<file path="src/rtl/ring_pkg.sv">
// Shared definitions for the ring copy engine.
// Assumes 32-bit memory words and the fixed entry layout described in the brief.
package ring_pkg;

    typedef enum logic [2:0] {
        ST_IDLE,
        ST_FETCH_REQ,
        ST_FETCH_WAIT,
        ST_DECODE,
        ST_RD_REQ,
        ST_RD_WAIT,
        ST_WR_REQ,
        ST_CPL_REQ
    } eng_state_e;

    localparam int unsigned SQE_WORDS = 8;
    localparam int unsigned CQE_WORDS = 4;

    localparam logic [3:0] OP_COPY = 4'h4;

    localparam logic [14:0] CST_OK        = 15'd0;
    localparam logic [14:0] CST_BAD_OP    = 15'd1;
    localparam logic [14:0] CST_ZERO_LEN  = 15'd2;
    localparam logic [14:0] CST_UNALIGNED = 15'd3;

endpackage

</file>
<file path="src/rtl/ring_index.sv">
// Wrap-around ring index shared by the submission head and the completion slot.
// Assumes depth_m1 stays constant while the engine is busy.
module ring_index #(
    parameter int unsigned IDX_W = 10
) (
    input  logic             clk,
    input  logic             rst_n,
    input  logic             adv,
    input  logic [IDX_W-1:0] last,
    output logic [IDX_W-1:0] idx,
    output logic [IDX_W-1:0] nxt
);

    // next index, wrapping after the last valid slot
    always_comb begin
        nxt = (idx == last) ? '0 : idx + 1'b1;
    end

    // index register, moves only on an advance pulse
    always_ff @(posedge clk) begin
        if (!rst_n) begin
            idx <= '0;
        end else if (adv) begin
            idx <= nxt;
        end
    end

    // any change is a step of one or a wrap to zero
    assert_index_step_R9: assert property (@(posedge clk) disable iff (!rst_n)
        (idx != $past(idx)) |-> (idx == '0 || idx == $past(idx) + 1'b1));

endmodule

</file>
<file path="src/rtl/sqe_decode.sv">
// Classifies a fetched submission entry: whether data is moved, the
// completion status and the interrupt request. Purely combinational.
// Assumes opcode errors rank above zero length, which ranks above misalignment.
module sqe_decode
    import ring_pkg::*;
(
    input  logic [3:0]  opcode,
    input  logic        irq_bit,
    input  logic [31:0] byte_len,
    output logic        do_copy,
    output logic [14:0] status,
    output logic        want_irq
);

    // ranked status selection
    always_comb begin
        if (opcode != OP_COPY) begin
            status = CST_BAD_OP;
        end else if (byte_len == 32'd0) begin
            status = CST_ZERO_LEN;
        end else if (byte_len[1:0] != 2'b00) begin
            status = CST_UNALIGNED;
        end else begin
            status = CST_OK;
        end
        do_copy  = (status == CST_OK);
        want_irq = irq_bit;
    end

endmodule

</file>
<file path="src/rtl/ring_copy_engine.sv">
// One-channel ring descriptor processor. Fetches 32-byte submission entries
// from sq_base, copies words from source to destination over a single
// request/ready memory port, writes a 16-byte completion record to cq_base,
// advances the shared ring index and pulses irq on request.
// Assumes: one outstanding read, read data returned with mem_rvalid in a later
// cycle, word-aligned bases and buffer addresses, and IDX_W <= 16.
module ring_copy_engine
    import ring_pkg::*;
#(
    parameter int unsigned ADDR_W = 64,
    parameter int unsigned IDX_W  = 10
) (
    input  logic              clk,
    input  logic              rst_n,
    input  logic              enable,
    input  logic [ADDR_W-1:0] sq_base,
    input  logic [ADDR_W-1:0] cq_base,
    input  logic [IDX_W-1:0]  depth_m1,
    input  logic [IDX_W-1:0]  sq_tail,
    output logic              mem_req,
    output logic              mem_we,
    output logic [ADDR_W-1:0] mem_addr,
    output logic [31:0]       mem_wdata,
    input  logic              mem_ready,
    input  logic              mem_rvalid,
    input  logic [31:0]       mem_rdata,
    output logic [IDX_W-1:0]  sq_head,
    output logic              irq
);

    localparam int unsigned CNT_W    = $clog2(SQE_WORDS);
    localparam int unsigned SQE_SH   = $clog2(SQE_WORDS * 4);
    localparam int unsigned CQE_SH   = $clog2(CQE_WORDS * 4);
    localparam int unsigned CQ_CNT_W = $clog2(CQE_WORDS);

    eng_state_e        state_q;
    logic [CNT_W-1:0]  cnt_q;
    logic [31:0]       ent_q [SQE_WORDS];
    logic [31:0]       off_q;
    logic [31:0]       buf_q;
    logic [14:0]       st_q;
    logic              ien_q;
    logic              irq_q;

    logic [IDX_W-1:0]  idx_nxt;
    logic              adv;
    logic              accepted;
    logic              last_cq_word;

    logic              dec_copy;
    logic [14:0]       dec_status;
    logic              dec_irq;

    logic [ADDR_W-1:0] sqe_addr;
    logic [ADDR_W-1:0] cqe_addr;
    logic [ADDR_W-1:0] src_addr;
    logic [ADDR_W-1:0] dst_addr;
    logic [31:0]       cq_word;

    ring_index #(.IDX_W(IDX_W)) u_index (
        .clk   (clk),
        .rst_n (rst_n),
        .adv   (adv),
        .last  (depth_m1),
        .idx   (sq_head),
        .nxt   (idx_nxt)
    );

    sqe_decode u_decode (
        .opcode   (ent_q[0][3:0]),
        .irq_bit  (ent_q[0][8]),
        .byte_len (ent_q[3]),
        .do_copy  (dec_copy),
        .status   (dec_status),
        .want_irq (dec_irq)
    );

    // address generation for entry, record and payload words
    always_comb begin
        sqe_addr = sq_base + ADDR_W'({sq_head, {SQE_SH{1'b0}}});
        cqe_addr = cq_base + ADDR_W'({sq_head, {CQE_SH{1'b0}}});
        src_addr = ADDR_W'({ent_q[5], ent_q[4]}) + ADDR_W'(off_q);
        dst_addr = ADDR_W'({ent_q[7], ent_q[6]}) + ADDR_W'(off_q);
    end

    // completion record word selected by the record word counter
    always_comb begin
        case (cnt_q[CQ_CNT_W-1:0])
            2'd2:    cq_word = {16'h0000, 16'(idx_nxt)};
            2'd3:    cq_word = {st_q, 1'b1, 16'h0000};
            default: cq_word = 32'h0;
        endcase
    end

    // memory port driven from the current state
    always_comb begin
        mem_req   = 1'b0;
        mem_we    = 1'b0;
        mem_addr  = '0;
        mem_wdata = 32'h0;
        case (state_q)
            ST_FETCH_REQ: begin
                mem_req  = 1'b1;
                mem_addr = sqe_addr + ADDR_W'({cnt_q, 2'b00});
            end
            ST_RD_REQ: begin
                mem_req  = 1'b1;
                mem_addr = src_addr;
            end
            ST_WR_REQ: begin
                mem_req   = 1'b1;
                mem_we    = 1'b1;
                mem_addr  = dst_addr;
                mem_wdata = buf_q;
            end
            ST_CPL_REQ: begin
                mem_req   = 1'b1;
                mem_we    = 1'b1;
                mem_addr  = cqe_addr + ADDR_W'({cnt_q[CQ_CNT_W-1:0], 2'b00});
                mem_wdata = cq_word;
            end
            default: ;
        endcase
    end

    // handshake and end-of-entry detection
    always_comb begin
        accepted     = mem_req && mem_ready;
        last_cq_word = (state_q == ST_CPL_REQ) && mem_ready &&
                       (cnt_q[CQ_CNT_W-1:0] == CQ_CNT_W'(CQE_WORDS - 1));
        adv          = last_cq_word;
    end

    // control sequencer: fetch, decode, copy, complete
    always_ff @(posedge clk) begin
        if (!rst_n) begin
            state_q <= ST_IDLE;
            cnt_q   <= '0;
            off_q   <= 32'h0;
            st_q    <= CST_OK;
            ien_q   <= 1'b0;
            irq_q   <= 1'b0;
        end else begin
            irq_q <= last_cq_word && ien_q;
            case (state_q)
                ST_IDLE: begin
                    if (enable && (sq_head != sq_tail)) begin
                        cnt_q   <= '0;
                        state_q <= ST_FETCH_REQ;
                    end
                end
                ST_FETCH_REQ: begin
                    if (accepted) state_q <= ST_FETCH_WAIT;
                end
                ST_FETCH_WAIT: begin
                    if (mem_rvalid) begin
                        if (cnt_q == CNT_W'(SQE_WORDS - 1)) begin
                            state_q <= ST_DECODE;
                        end else begin
                            cnt_q   <= cnt_q + 1'b1;
                            state_q <= ST_FETCH_REQ;
                        end
                    end
                end
                ST_DECODE: begin
                    st_q    <= dec_status;
                    ien_q   <= dec_irq;
                    off_q   <= 32'h0;
                    cnt_q   <= '0;
                    state_q <= dec_copy ? ST_RD_REQ : ST_CPL_REQ;
                end
                ST_RD_REQ: begin
                    if (accepted) state_q <= ST_RD_WAIT;
                end
                ST_RD_WAIT: begin
                    if (mem_rvalid) state_q <= ST_WR_REQ;
                end
                ST_WR_REQ: begin
                    if (accepted) begin
                        off_q   <= off_q + 32'd4;
                        state_q <= (off_q + 32'd4 == ent_q[3]) ? ST_CPL_REQ : ST_RD_REQ;
                    end
                end
                ST_CPL_REQ: begin
                    if (accepted) begin
                        if (last_cq_word) begin
                            state_q <= ST_IDLE;
                        end else begin
                            cnt_q <= cnt_q + 1'b1;
                        end
                    end
                end
                default: state_q <= ST_IDLE;
            endcase
        end
    end

    // data capture: entry words during fetch, payload word during copy
    always_ff @(posedge clk) begin
        if (state_q == ST_FETCH_WAIT && mem_rvalid) begin
            ent_q[cnt_q] <= mem_rdata;
        end
        if (state_q == ST_RD_WAIT && mem_rvalid) begin
            buf_q <= mem_rdata;
        end
    end

    assign irq = irq_q;

    // a stalled request keeps its command and data
    assert_req_hold_R11: assert property (@(posedge clk) disable iff (!rst_n)
        (mem_req && !mem_ready) |=> (mem_req && $stable(mem_addr) &&
                                     $stable(mem_we) && $stable(mem_wdata)));

    // interrupt is a single-cycle pulse
    assert_irq_pulse_R10: assert property (@(posedge clk) disable iff (!rst_n)
        irq |=> !irq);

    // interrupt follows an accepted write by one cycle
    assert_irq_after_write_R10: assert property (@(posedge clk) disable iff (!rst_n)
        irq |-> $past(mem_req && mem_ready && mem_we));

    // head only moves after an accepted write
    assert_head_after_write_R9: assert property (@(posedge clk) disable iff (!rst_n)
        (sq_head != $past(sq_head)) |-> $past(mem_req && mem_ready && mem_we));

    // nothing is requested while disabled and idle at the previous edge
    assert_quiet_when_off_R2: assert property (@(posedge clk) disable iff (!rst_n)
        ($past(state_q == ST_IDLE) && !$past(enable)) |-> !mem_req);

endmodule

</file>
<file path="config.mk">
export PLATFORM = sky130hd
export DESIGN_NAME = ring_copy_engine
export DESIGN_NICKNAME = d
export VERILOG_FILES = /design/src/rtl/ring_pkg.sv /design/src/rtl/ring_index.sv /design/src/rtl/sqe_decode.sv /design/src/rtl/ring_copy_engine.sv
export SDC_FILE = /design/constraint.sdc
export NUM_CORES = 1
export LEC_CHECK = 0
export BUFFER_PORTS_ARGS = -buffer_cell sky130_fd_sc_hd__buf_2
export CORE_MARGIN = 2
export CORE_UTILIZATION = 58
export DETAILED_ROUTE_END_ITERATION = 8
export HOLD_SLACK_MARGIN = 0.1
export PLACE_DENSITY = 0.81
export SLEW_MARGIN = 5
export SYNTH_ARGS = -nofsm -noshare
export SYNTH_HDL_FRONTEND = slang
export SYNTH_SLANG_ARGS = --single-unit
</file>
<file path="constraint.sdc">
create_clock -name clk -period 5.9 [get_ports clk]
set_input_delay 0.295 -clock clk [delete_from_list [all_inputs] [get_ports clk]]
set_output_delay 0.295 -clock clk [all_outputs]
set_load 0.02 [all_outputs]
</file>
; ---- Word-level counts from Yosys, hierarchy flattened
; Memory sizes are Yosys's and may differ from the RTL's.
; Index checks and enable logic that the tools add are counted.
[word_totals]
ff_bits = 97
mem_bits_rw = 256
in_bits = 185
out_inout_bits = 109
elab_cells = 91
n_memories = 1
[mem_list]
columns = name, words, width, read_ports, rd_ports_with_merged_regs, wr, line_no
row1 = ent_q, 8, 32, 6, 0, 1, ring_copy_engine.sv:38  ; logic [31:0] ent_q [SQE_WORDS];
[op_classes]
addsub = 9
n_eq_ne = 24
mux = 31
n_reduce_logical = 18
[op_table]
columns = cell, count
row1 = case mux 64 bit (4 select lines), 1
row2 = case mux 32 bit (2 select lines), 3
row3 = adder 64 x 32 -> 64 bit, 2
row4 = adder 64 x 14 -> 64 bit, 1
row5 = adder 64 x 15 -> 64 bit, 1
row6 = adder 64 x 4 -> 64 bit, 1
row7 = adder 64 x 5 -> 64 bit, 1
row8 = two-way mux 3 bit, 13
row9 = "adder 32 x 3 -> 32 bit, second input constant", 1
row10 = == test 32 bit, 1
row11 = zero test 32 bit, 1
row12 = two-way mux 32 bit, 1
row13 = two-way mux 15 bit, 2
row14 = case mux 3 bit (8 select lines), 1
row15 = "inequality test 2 bit, second input constant", 10
row16 = "== test 3 bit, second input constant", 5
row17 = zero test 15 bit, 1
row18 = case mux 3 bit (4 select lines), 1
row19 = "adder 10 x 1 -> 10 bit, second input constant", 1
row20 = == test 10 bit, 1
row21 = two-way mux 10 bit, 1
row22 = inequality test 10 bit, 1
row23 = two-way mux 2 bit, 4
row24 = AND reduction 8 bit, 1
row25 = 14 further kinds, 26

; ---- Depth between registers and ports, before layout
; Gate-level depths: netlist (run 1).
; An unclocked memory read counts as a cell.
[depth]
depth_word = 8
mapped_depth = 22
depth_no_buf = 13

; ---- Modules after synthesis
; From an unflattened synthesis (run 1), not the netlist that was laid out.
[unflattened]
hier_cells = 2053
area_unflattened_um2 = 18714.2
[by_module_without_submodules]
columns = mod, instances, cells_each, area_per_inst_um2, seq_area_each_um2
row1 = ring_copy_engine, 1, 1905, 17481.8, 6976.7
row2 = ring_index, 1, 117, 1007.2, 200.2
row3 = sqe_decode, 1, 31, 225.2, 0.0

; ---- Least setup slack after synthesis (run 1)
; No wires, ideal clock.
[synth_timing]
kind = reg2out
from = reg state_q[1]
to = out mem_addr[38]
arrival_time_ns = 5.151
t_required_ns = 5.605
setup_slack_ns = 0.454
stages_incl_launch_ff = 22
n_path_buf = 8
path_cell_list = dfxtp_1 -> buf_2 -> and3b_1 -> buf_2 -> buf_1 -> buf_2 -> buf_1 -> clkbuf_1 -> clkbuf_1 -> nand2_1 -> nand2_1 -> ha_1 -> a21oi_1 -> a2111oi_0 -> nor2_1 -> a2111oi_2 -> o211ai_1 -> and2_1 -> clkbuf_1 -> a2111oi_0 -> xor2_1 -> o21ai_0
[synth_between]
elab_chain_cells = 2
word_cells_on_any_way = 5
cone_classes = eq/ne: 4 / mux: 1
[synth_rtl]
columns = item, line_no
row1 = "start, declared", ring_copy_engine.sv:36  ; eng_state_e state_q;
row2 = "start signal, assigned", ring_copy_engine.sv:170  ; state_q <= dec_copy ? ST_RD_REQ : ST_CPL_REQ;
row3 = "start signal, assigned", ring_copy_engine.sv:181  ; state_q <= (off_q + 32'd4 == ent_q[3]) ? ST_CPL_REQ : ST_RD_REQ;
row4 = == test 3 bit / == test 3 x 1 -> 1 bit (equally long branches), ring_copy_engine.sv:101  ; case (state_q)
row5 = case mux 64 bit (4 select lines) *, ring_copy_engine.sv:101
row6 = "end, declared", ring_copy_engine.sv:22  ; output logic [ADDR_W-1:0] mem_addr,
; Mark *: on every way between the ends. The rest lies on a longest branch, timed or not.

; ---- Worst setup path after layout (run 1)
[layout_timing]
from = reg state_q[0]
to = out mem_addr[61]
; Same word-level chain as after synthesis.

==> results of run 1 <==
## logic make-up (layout without fill, tap and decap cells)
kind of cell,Yosys count,count (layout)
and+or+nand+nor,809,810
DFF,247,247
buffers and inverters,125,389
other,1,6
xor gates and xnor gates,244,244
AOI/OAI and AO/OA,413,413
muxes,49,49
adders and majority gates,70,70
## power by group
part	total, W	switching [W]	internal [W]
sequential	0.00190	0.0000179	0.00189
combinational	0.000853	0.000574	0.000279
clock	0.00157	0.000663	0.000911
## final cells by class
cell class                      count  area (sq um)
Sequential cell                   247          6920
Fill cell                        2373          9540
Clock inverter                     17           178
Tap cell                          390           488
Antenna cell                        5          12.5
Inverter                           24          90.1
Clock buffer                       27           633
Multi-Input combinational cell   1587         10200
Timing Repair Buffer              321          1710
## worst max-delay path, stage by stage, from the launching register on
cell       delay [ns]
dfxtp_2          0.56
and3b_4          0.35
nand2_1          0.10
nand2_1          0.05
ha_1             0.42
nand2_1          0.10
or3_1            0.38
o21ai_0          0.44
a2111o_1         0.33
nand3_1          0.47
a2111oi_0        0.63
xor2_1           0.15
o21ai_0          0.23
buf_2            0.21
## placed cells by master (no fill, tap or decap), types with 31 or more instances in the layout
master,Yosys,layout
and2_1,36,36
mux2i_1,46,46
edfxtp_1,197,197
ha_1,68,68
nor3_1,43,43
a22oi_1,51,51
nor4_1,31,31
buf_2,5,293
nand4_1,67,67
and3_1,36,35
a21o_1,32,32
nor2_1,123,117
dfxtp_1,50,48
xnor2_1,142,142
o21ai_0,123,123
nand2_1,280,280
a21oi_1,105,105
xor2_1,102,102
nand3_1,94,94
## routing by layer
| metal | track usage, % | vias to the layer above | part of all wire [%] |
|---|---|---|---|
| met4 | 16.4 | 0 | 4.8 |
| met1 | 49.4 | 7968 | 39 |
| met2 | 56.2 | 1170 | 44 |
| met5 | 0 | - | 0 |
| met3 | 6.20 | 173 | 12 |
| li1 | - | 7684 | - |
## sequential cells by signal (all words and copies together), names as in the netlist
signal,cells
buf_q,32
cnt_q,3
irq,1
ent_q,165
u_index.idx,10
st_q,2
state_q,3
ien_q,1
off_q,30
## worst paths after layout
path                   to  slack, ns
max          mem_addr[61]       0.62
min          ent_q[4][25]       0.12
max reg2reg    state_q[1]       1.88
min reg2reg       st_q[1]       0.49
## repair_timing
action,CTS,global route
endpoints found under the setup margin,0,16
hold buffers,7,2
buffers inserted,0,2
resized for setup,0,3
endpoints found under the hold margin,40,9
## per-stage QoR
step                utilization, %  power, W
global route                  68.0   0.00447
floorplan                        -   0.00240
finish                        68.0   0.00433
detailed placement            64.8   0.00277
CTS                           67.8   0.00431
global placement              64.8   0.00276
==> impl_metrics.ini, run 1 <==
[timing]
tightest_slew_ns = 1.27
fin_ws_ns = 0.624
finClkSkew_ns = 0.00837
max_freq_ghz = 0.190
fin_crit_ns = 5.28
drv_slew = 0
setup_viol = 0
hold_ws_ns = 0.117
hold_viol = 0
setup_tns_ns = 0
maxSlewHeadroom_pct = 15.4
finalCritPeriodShare_pct = 89.4
rsz0062_at_grt = false

[worst_setup_path]
cp_max_fo = 24
start_kind = flop
r2r_start = off_q[3]
required_ns = 5.61
critPathArrivalTime_ns = 4.98
path_class = flop to output port
endpoint_kind = output port
reg2regPathDepth = 10
startpoint = state_q[0]

[yosys]
synth_top_family_by_area = simple AND/OR/NAND/NOR gates
synth.area.mux_share_pct = 2.80
yosys-top-cells-count = nand2_1 (280), edfxtp_1 (197), xnor2_1 (142)
synth-simple-area-share_pct = 22.9
synth_compound_gate_area_share_pct = 14.8
syn_inst = 1958
yosysTopAreaCell = edfxtp_1
avgSynthCellArea_sq_um = 9.02
synth_flop_cell = edfxtp_1
synth_top_area_share_pct = 33.5
syn_nets = 2213
synthAdderAreaFrac_pct = 5.04
synth_edf_count = 197
async_reset_ff_share_pct = 0
synth_area_sq_um = 17700
synth_xor_area_share_pct = 12.1
ys_types = 78
ys_ff_latch = 247
yosys_warnings = 0
seq_area_frac_synth_pct = 39.2
yosysMostFrequentCell = nand2_1
synth_area_leaders = edfxtp_1 (33%), xnor2_1 (7.0%), nand2_1 (6.0%), dfxtp_1 (5.7%), xor2_1 (5.1%)

[cts]
clk_path_buf_depth = 3
cts_max_level = 1
cts_root_buf = clkbuf_16
cts_buffers = 25
clock_latency_ns = 0.52
cts_sinks = 247
clk_pin_slew_ns = 0.06
tritoncts = yes

[cells_and_area]
fin_area_sq_um = 20300
stdcell_count = 2618
syn_to_final_growth_pct = 14.7
drive_gt1_share_pct = 17.2
fin_nets = 2461

[place]
place_ws_ns = 0.842
io_buffers = 293
placed_cells = 2557
dpl.hpwl_um = 44300
place_area_sq_um = 19300
gp_congestion = 1.03

[floorplanning]
die-area_sq_um = 31900
num_rows = 63
die_w_um = 179
core-area_sq_um = 29800
pin_count = 294
initial_core_util_pct = 59.3
dieHeight_um = 179

[run]
max-cap-violations = 0

[power]
vdd_drop_max_v = 0.000229
leakagePower_nw = 7.93
powerDensity_nw_per_um2 = 214

[route]
viasPerCell = 6.49
postRouteAntennaNets = 0
drtPass1Iterations = 6
wirelength_um = 59100
vias = 17000
wl_per_cell_um = 22.6
initialDrtViolationCount = 2125
drc = 0

[status]
outcome = complete, no violations

[grt]
grt_pass1_wl_um = 88300
grt_overflow = 0
antenna_found_initial = 4
grt_max_degree = 61
grtUsageTotal_pct = 36.1
grt_pass1_vias = 15700

[min_path]
min_from = mem_rdata[25]
hold_class = primary input to flop
hold_depth = 1
No activity file was read; power rests on OpenSTA's default activity.
==> inputs of run 2 (changes only) <==
--- a/config.mk
+++ b/config.mk
@@ -7,10 +7,10 @@
 export LEC_CHECK = 0
 export BUFFER_PORTS_ARGS = -buffer_cell sky130_fd_sc_hd__buf_2
 export CORE_MARGIN = 2
-export CORE_UTILIZATION = 58
+export CORE_UTILIZATION = 40
 export DETAILED_ROUTE_END_ITERATION = 8
 export HOLD_SLACK_MARGIN = 0.1
-export PLACE_DENSITY = 0.81
+export PLACE_DENSITY = 0.59
 export SLEW_MARGIN = 5
 export SYNTH_ARGS = -nofsm -noshare
 export SYNTH_HDL_FRONTEND = slang
==> run 2 against run 1 <==
Clock skew grew 0.0080 ns. Utilization shrank 20 points. Flip-flop and latch count is the same. Combinational power grew 2%. Clock-buffer cell count grew 10. Sequential share of layout area shrank 0.65 points. Maximum frequency shrank 4.2%. Sequential power is essentially flat. Critical path type unchanged. First-iteration DRC count shrank 19%. Highest routed layer is now met5.
==> impl_metrics.ini, run 2 (same netlist as run 1, synthesis figures left out) <==
[status]
outcome = complete, no violations

[route]
wl_per_cell_um = 22.8
drc = 0
vias = 16400
initialDrtViolationCount = 1723
postRouteAntennaNets = 0
viasPerCell = 5.80
drtPass1Iterations = 6
wirelength_um = 64300

[cts]
cts_max_level = 1
cts_sinks = 247
cts_buffers = 26
clock_latency_ns = 0.55
clk_path_buf_depth = 3
tritoncts = yes
clk_pin_slew_ns = 0.06
cts_root_buf = clkbuf_16

[cells_and_area]
largest_register_ffs = 165
drive_gt1_share_pct = 17.5
reg.largest.list = ent_q (165), buf_q (32), off_q (30)
utilization_pct = 47.6
nFillCells = 4183
syn_to_final_growth_pct = 16.9
layout_common_cells = buf_2 (293), nand2_1 (280), edfxtp_1 (197), xnor2_1 (142), o21ai_0 (123)
regArea_sq_um = 6920
largest_register = ent_q
fin_nets = 2470
layout_commonest_cell = buf_2
multi_input_comb_area_sq_um = 10200

[worst_setup_path]
cpMaxStageDelayCell = a2111oi_0
cpPeakStageDelay_ns = 0.70
cp_max_fo = 37
critPathArrivalTime_ns = 5.21
cpMostUsedCell = nand2_1
endpoint_kind = output port
path_class = flop to output port
crit_chain = buf_4 > and3b_2 > nand2_1 > nand2_1 > ha_1 > nand2_1 > or3_1 > o21ai_0 > a2111o_1 > nand3_1 > a2111oi_0 > xor2_1 > o21ai_0 > buf_2
start_kind = flop
required_ns = 5.61

[floorplanning]
initial_core_util_pct = 40.7
die_w_um = 214
dieHeight_um = 214
num_rows = 76
core-area_sq_um = 43400
pin_count = 294
die-area_sq_um = 45900

[timing]
finClkSkew_ns = 0.0164
setup_viol = 0
rsz0062_at_grt = false
max_freq_ghz = 0.182
maxSlewHeadroom_pct = 23.1
fin_crit_ns = 5.51
drv_slew = 0
tightest_slew_ns = 1.15
setup_tns_ns = 0
finalCritPeriodShare_pct = 93.3
hold_viol = 0

[grt]
grtUsageTotal_pct = 26.8
grt_pass1_wl_um = 95000
grt_pass1_vias = 15400
antenna_found_initial = 6
grt_overflow = 0
grt_max_degree = 61

[power]
vdd_drop_max_v = 0.000190
leakagePower_nw = 8.02
powerDensity_nw_per_um2 = 218

[place]
dpl.hpwl_um = 48900
gp_congestion = 0.933
io_buffers = 293

[run]
max-cap-violations = 0

[min_path]
hold_class = primary input to flop
run 2: cell count changes in the layout (fill, tap and decap cells not counted), sizes merged:
cell | previous run | this run
clkinvlp | 3 | 0
buf | 312 | 319
inv | 26 | 25
bufinv | 3 | 4
clkinv | 9 | 6
dlygate4sd3 | 9 | 10
clkbuf | 27 | 37
run 2: critical path, delay by kind of cell (launching register included):
family | cells | cell delay [ns]
AOI/OAI and AO/OA | 4 | 1.68
and+or+nand+nor | 6 | 1.67
buffers and inverters | 2 | 0.64
DFF | 1 | 0.32
adders and majority gates | 1 | 0.22
xor gates and xnor gates | 1 | 0.12
run 2: final timing paths:
path | end | depth (start not counted) | slack (ns) | start
hold / removal | ent_q[4][1] | 1 | 0.11 | mem_rdata[1]
setup / recovery | mem_addr[61] | 14 | 0.39 | state_q[1]
hold reg to reg | st_q[1] | 2 | 0.47 | st_q[1]
setup reg to reg | state_q[0] | 9 | 2.18 | state_q[1]
run 2: cell type report:
class                           count  share of cell area (%)
Antenna cell                        5                  0.0606
Clock inverter                     11                   0.776
Tap cell                          585                    3.55
Multi-Input combinational cell   1587                    49.5
Clock buffer                       37                    3.60
Inverter                           24                   0.436
Sequential cell                   247                    33.5
Timing Repair Buffer              329                    8.53
run 2: metrics by stage:
step	setup WS (ns)	std cells	hold WS [ns]	instance area (sq um)	total power, W
3_3_place_gp	0.733	2759	0.461	19600	0.00277
3_5_place_dp	0.716	2759	0.462	19600	0.00278
2_1_floorplan	0.454	1958	0.394	17700	0.00240
4_1_cts	0.133	2817	0.104	20600	0.00452
6_report	0.394	2825	0.113	20600	0.00450
5_1_grt	0.0398	2824	0.104	20600	0.00465
run 2: per-layer routing:
metal | track usage (%) | vias to the layer above | wire, um
li1 | - | 7714 | -
met1 | 36.6 | 7888 | 28100
met3 | 4.44 | 81 | 4950
met4 | 7.57 | 2 | 1570
met5 | 0 | - | 13
met2 | 43.9 | 688 | 29600
run 2: report_power, final:
part | total (W) | leakage, nW | internal, W | switching [W]
Clock | 0.00175 | 0.443 | 0.00105 | 0.000697
Sequential | 0.00189 | 2.17 | 0.00189 | 0.00000398
Combinational | 0.000866 | 5.40 | 0.000282 | 0.000584
Total | 0.00450 | 8.02 | 0.00322 | 0.00128
run 2: repair_timing:
item                       4_1_cts  5_1_grt
buffers inserted                 0        2
setup endpoints to repair        0        7
hold buffers                    10        0
hold endpoints to repair        56        0
resized for setup                0        3
==> inputs of run 3 (changes only) <==
--- a/config.mk
+++ b/config.mk
@@ -6,11 +6,13 @@
 export NUM_CORES = 1
 export LEC_CHECK = 0
 export BUFFER_PORTS_ARGS = -buffer_cell sky130_fd_sc_hd__buf_2
+export CELL_PAD_IN_SITES_DETAIL_PLACEMENT = 0
+export CELL_PAD_IN_SITES_GLOBAL_PLACEMENT = 1
 export CORE_MARGIN = 2
-export CORE_UTILIZATION = 40
+export CORE_UTILIZATION = 35
 export DETAILED_ROUTE_END_ITERATION = 8
 export HOLD_SLACK_MARGIN = 0.1
-export PLACE_DENSITY = 0.59
+export PLACE_DENSITY = 0.66
 export SLEW_MARGIN = 5
 export SYNTH_ARGS = -nofsm -noshare
 export SYNTH_HDL_FRONTEND = slang
==> constraint.sdc (replaced) <==
create_clock -name clk -period 5.9 [get_ports clk]
set_input_delay 0.295 -clock clk [delete_from_list [all_inputs] [get_ports clk]]
set_output_delay 0.295 -clock clk [all_outputs]
set_load 0.005 [all_outputs]
==> run 3 against run 2 <==
Global-route usage is 2.1 points lower. Sequential power about the same. Sequential share of layout area fell by 0.39 points. Total power down 0.19%. Clock power rose by 6%. Worst setup slack improved by 0.13 ns. Die area is 14% higher. Final cell count increased by 3.3%. Combinational power is 13% lower. Clock skew grew 0.0049 ns. Register-to-register slack worse by 0.22 ns. Non-clock buffer count up 9. Largest power group unchanged. Highest routed layer unchanged.
==> impl_metrics.ini, run 3 (same netlist as run 1, synthesis figures left out) <==
[route]
postRouteAntennaNets = 0
initialDrtViolationCount = 1469
vias = 16200
wirelength_um = 66800
drtPass1Iterations = 5
viasPerCell = 5.56
wl_per_cell_um = 22.9
drc = 0

[cts]
clk_path_buf_depth = 3
cts_buffers = 27
post_cts_buffers = 0
clk_pin_slew_ns = 0.07
tritoncts = yes
cts_sinks = 247
cts_root_buf = clkbuf_16
clock_latency_ns = 0.56
cts_max_level = 1

[place]
io_buffers = 293
gp_congestion = 0.906
dpl.hpwl_um = 51100

[worst_setup_path]
reg2regPathDepth = 10
endpoint_kind = output port
r2r_setup_slack_ns = 1.96
cpPeakStageDelay_ns = 0.47
required_ns = 5.61
r2r-end = state_q[0]
r2r_start = off_q[2]
cpMaxStageDelayCell = o21ai_0
path_class = flop to output port
critPathArrivalTime_ns = 5.08
start_kind = flop
cp_max_fo = 36
crit_chain = buf_4 > nand3b_1 > buf_4 > buf_6 > nand2_1 > nand2_1 > ha_1 > nand2_1 > or3_1 > o21ai_0 > a2111o_1 > nand3_1 > buf_4 > nor3b_1 > xor2_1 > o211ai_1 > buf_2

[cells_and_area]
drive_gt1_share_pct = 17.7
reg.largest.list = ent_q (165), buf_q (32), off_q (30)
largest_register = ent_q
regArea_sq_um = 6920
layout_commonest_cell = buf_2
largest_register_ffs = 165
syn_to_final_growth_pct = 18.2
multi_input_comb_area_sq_um = 10200
nFillCells = 5014
fin_nets = 2479
layout_common_cells = buf_2 (293), nand2_1 (280), edfxtp_1 (197), xnor2_1 (142), o21ai_0 (123)

[timing]
setup_tns_ns = 0
drv_slew = 0
fin_crit_ns = 5.37
setup_viol = 0
rsz0062_at_grt = false
maxSlewHeadroom_pct = 23.7
tightest_slew_ns = 1.14
max_freq_ghz = 0.186
hold_viol = 0
finalCritPeriodShare_pct = 91.1
hold_ws_ns = 0.126
finClkSkew_ns = 0.0212

[floorplanning]
dieHeight_um = 229
die_w_um = 229
num_rows = 82
core-area_sq_um = 50000
die-area_sq_um = 52300
initial_core_util_pct = 35.3
pin_count = 294

[grt]
grt_overflow = 0
grt_max_degree = 56
antenna_found_initial = 3
grt_pass1_vias = 15400
grtUsageTotal_pct = 24.7
grt_pass1_wl_um = 98900
top_usage_layer = met2
grt.met1_usage_pct = 35.2
use_met3_pct = 3.23
use_met2_pct = 40.3

[power]
vdd_drop_max_v = 0.000177
total_power_w = 0.00450
powerDensity_nw_per_um2 = 215
leakagePower_nw = 8.07

[min_path]
min_to = ent_q[6][1]
hold_depth = 1
hold_class = primary input to flop
min_from = mem_rdata[1]

[run]
max-cap-violations = 0

[status]
outcome = complete, no violations
==> run 3: cell count changes in the layout (fill, tap and decap cells not counted), sizes merged, moves of 2 or more <==
cell         delta
diode           -4
buf             +2
clkinvlp        +4
bufinv          +2
dlygate4sd3     +7
clkbuf          -4
==> run 3: repair_timing <==
item / CTS / global route
endpoints found under the hold margin: 68 / 0
endpoints found under the setup margin: 0 / 2
hold buffers: 17 / 0
gates resized for setup: 0 / 3
==> run 3: worst max-delay path: cells and delay by family (launching register included) <==
family	cells	cell delay, ns
XOR/XNOR	1	0.21
flip-flops	1	0.32
buffers and inverters	5	1.39
adder cells (fa/ha/maj)	1	0.21
AND/OR/NAND/NOR	7	1.39
AO/OA/AOI/OAI	3	0.93
==> run 3: final cells by class <==
cell class,instances,area share (%)
Multi-Input combinational cell,1586,48.9
Sequential cell,247,33.1
Timing Repair Buffer,338,8.86
Tap cell,672,4.03
Clock buffer,33,3.44
Clock inverter,16,1.20
Inverter,24,0.431
Antenna cell,1,0.0120
==> run 3: how the worst max path moves through the flow <==
| stage | startpoint | endpoint | slack, ns | cells after the start |
|---|---|---|---|---|
| 2_1_floorplan | state_q[1] | mem_addr[38] | 0.76 | 21 |
| 3_3_place_gp | state_q[0] | mem_addr[44] | 1.04 | 17 |
| 3_5_place_dp | state_q[0] | mem_addr[44] | 1.0 | 17 |
| 4_1_cts | state_q[0] | mem_addr[44] | 0.38 | 17 |
| 5_1_grt | state_q[0] | mem_addr[38] | 0.10 | 17 |
| 6_report | state_q[0] | mem_addr[55] | 0.53 | 17 |
==> run 3: routing by layer <==
metal	vias to the layer above	share of wire [%]
met2	527	46
met3	61	5.8
li1	7708	-
met4	2	1.5
met5	-	0.010
met1	7918	46
==> run 3: stage by stage <==
step | utilization [%] | instance area (sq um) | setup slack [ns] | cells
floorplan | - | 17700 | 0.762 | 1958
global placement | 39.5 | 19700 | 1.04 | 2850
detailed placement | 39.5 | 19700 | 0.998 | 2850
CTS | 41.8 | 20900 | 0.382 | 2916
global route | 41.8 | 20900 | 0.102 | 2917
finish | 41.8 | 20900 | 0.528 | 2917
==> run 3: power by group <==
group          leakage [nW]  total (W)  internal [W]  switching (W)
logic                  5.44   0.000751      0.000286       0.000465
clock network         0.459    0.00185       0.00113       0.000724
registers              2.17    0.00189       0.00189     0.00000543
total                  8.07    0.00450       0.00330        0.00119
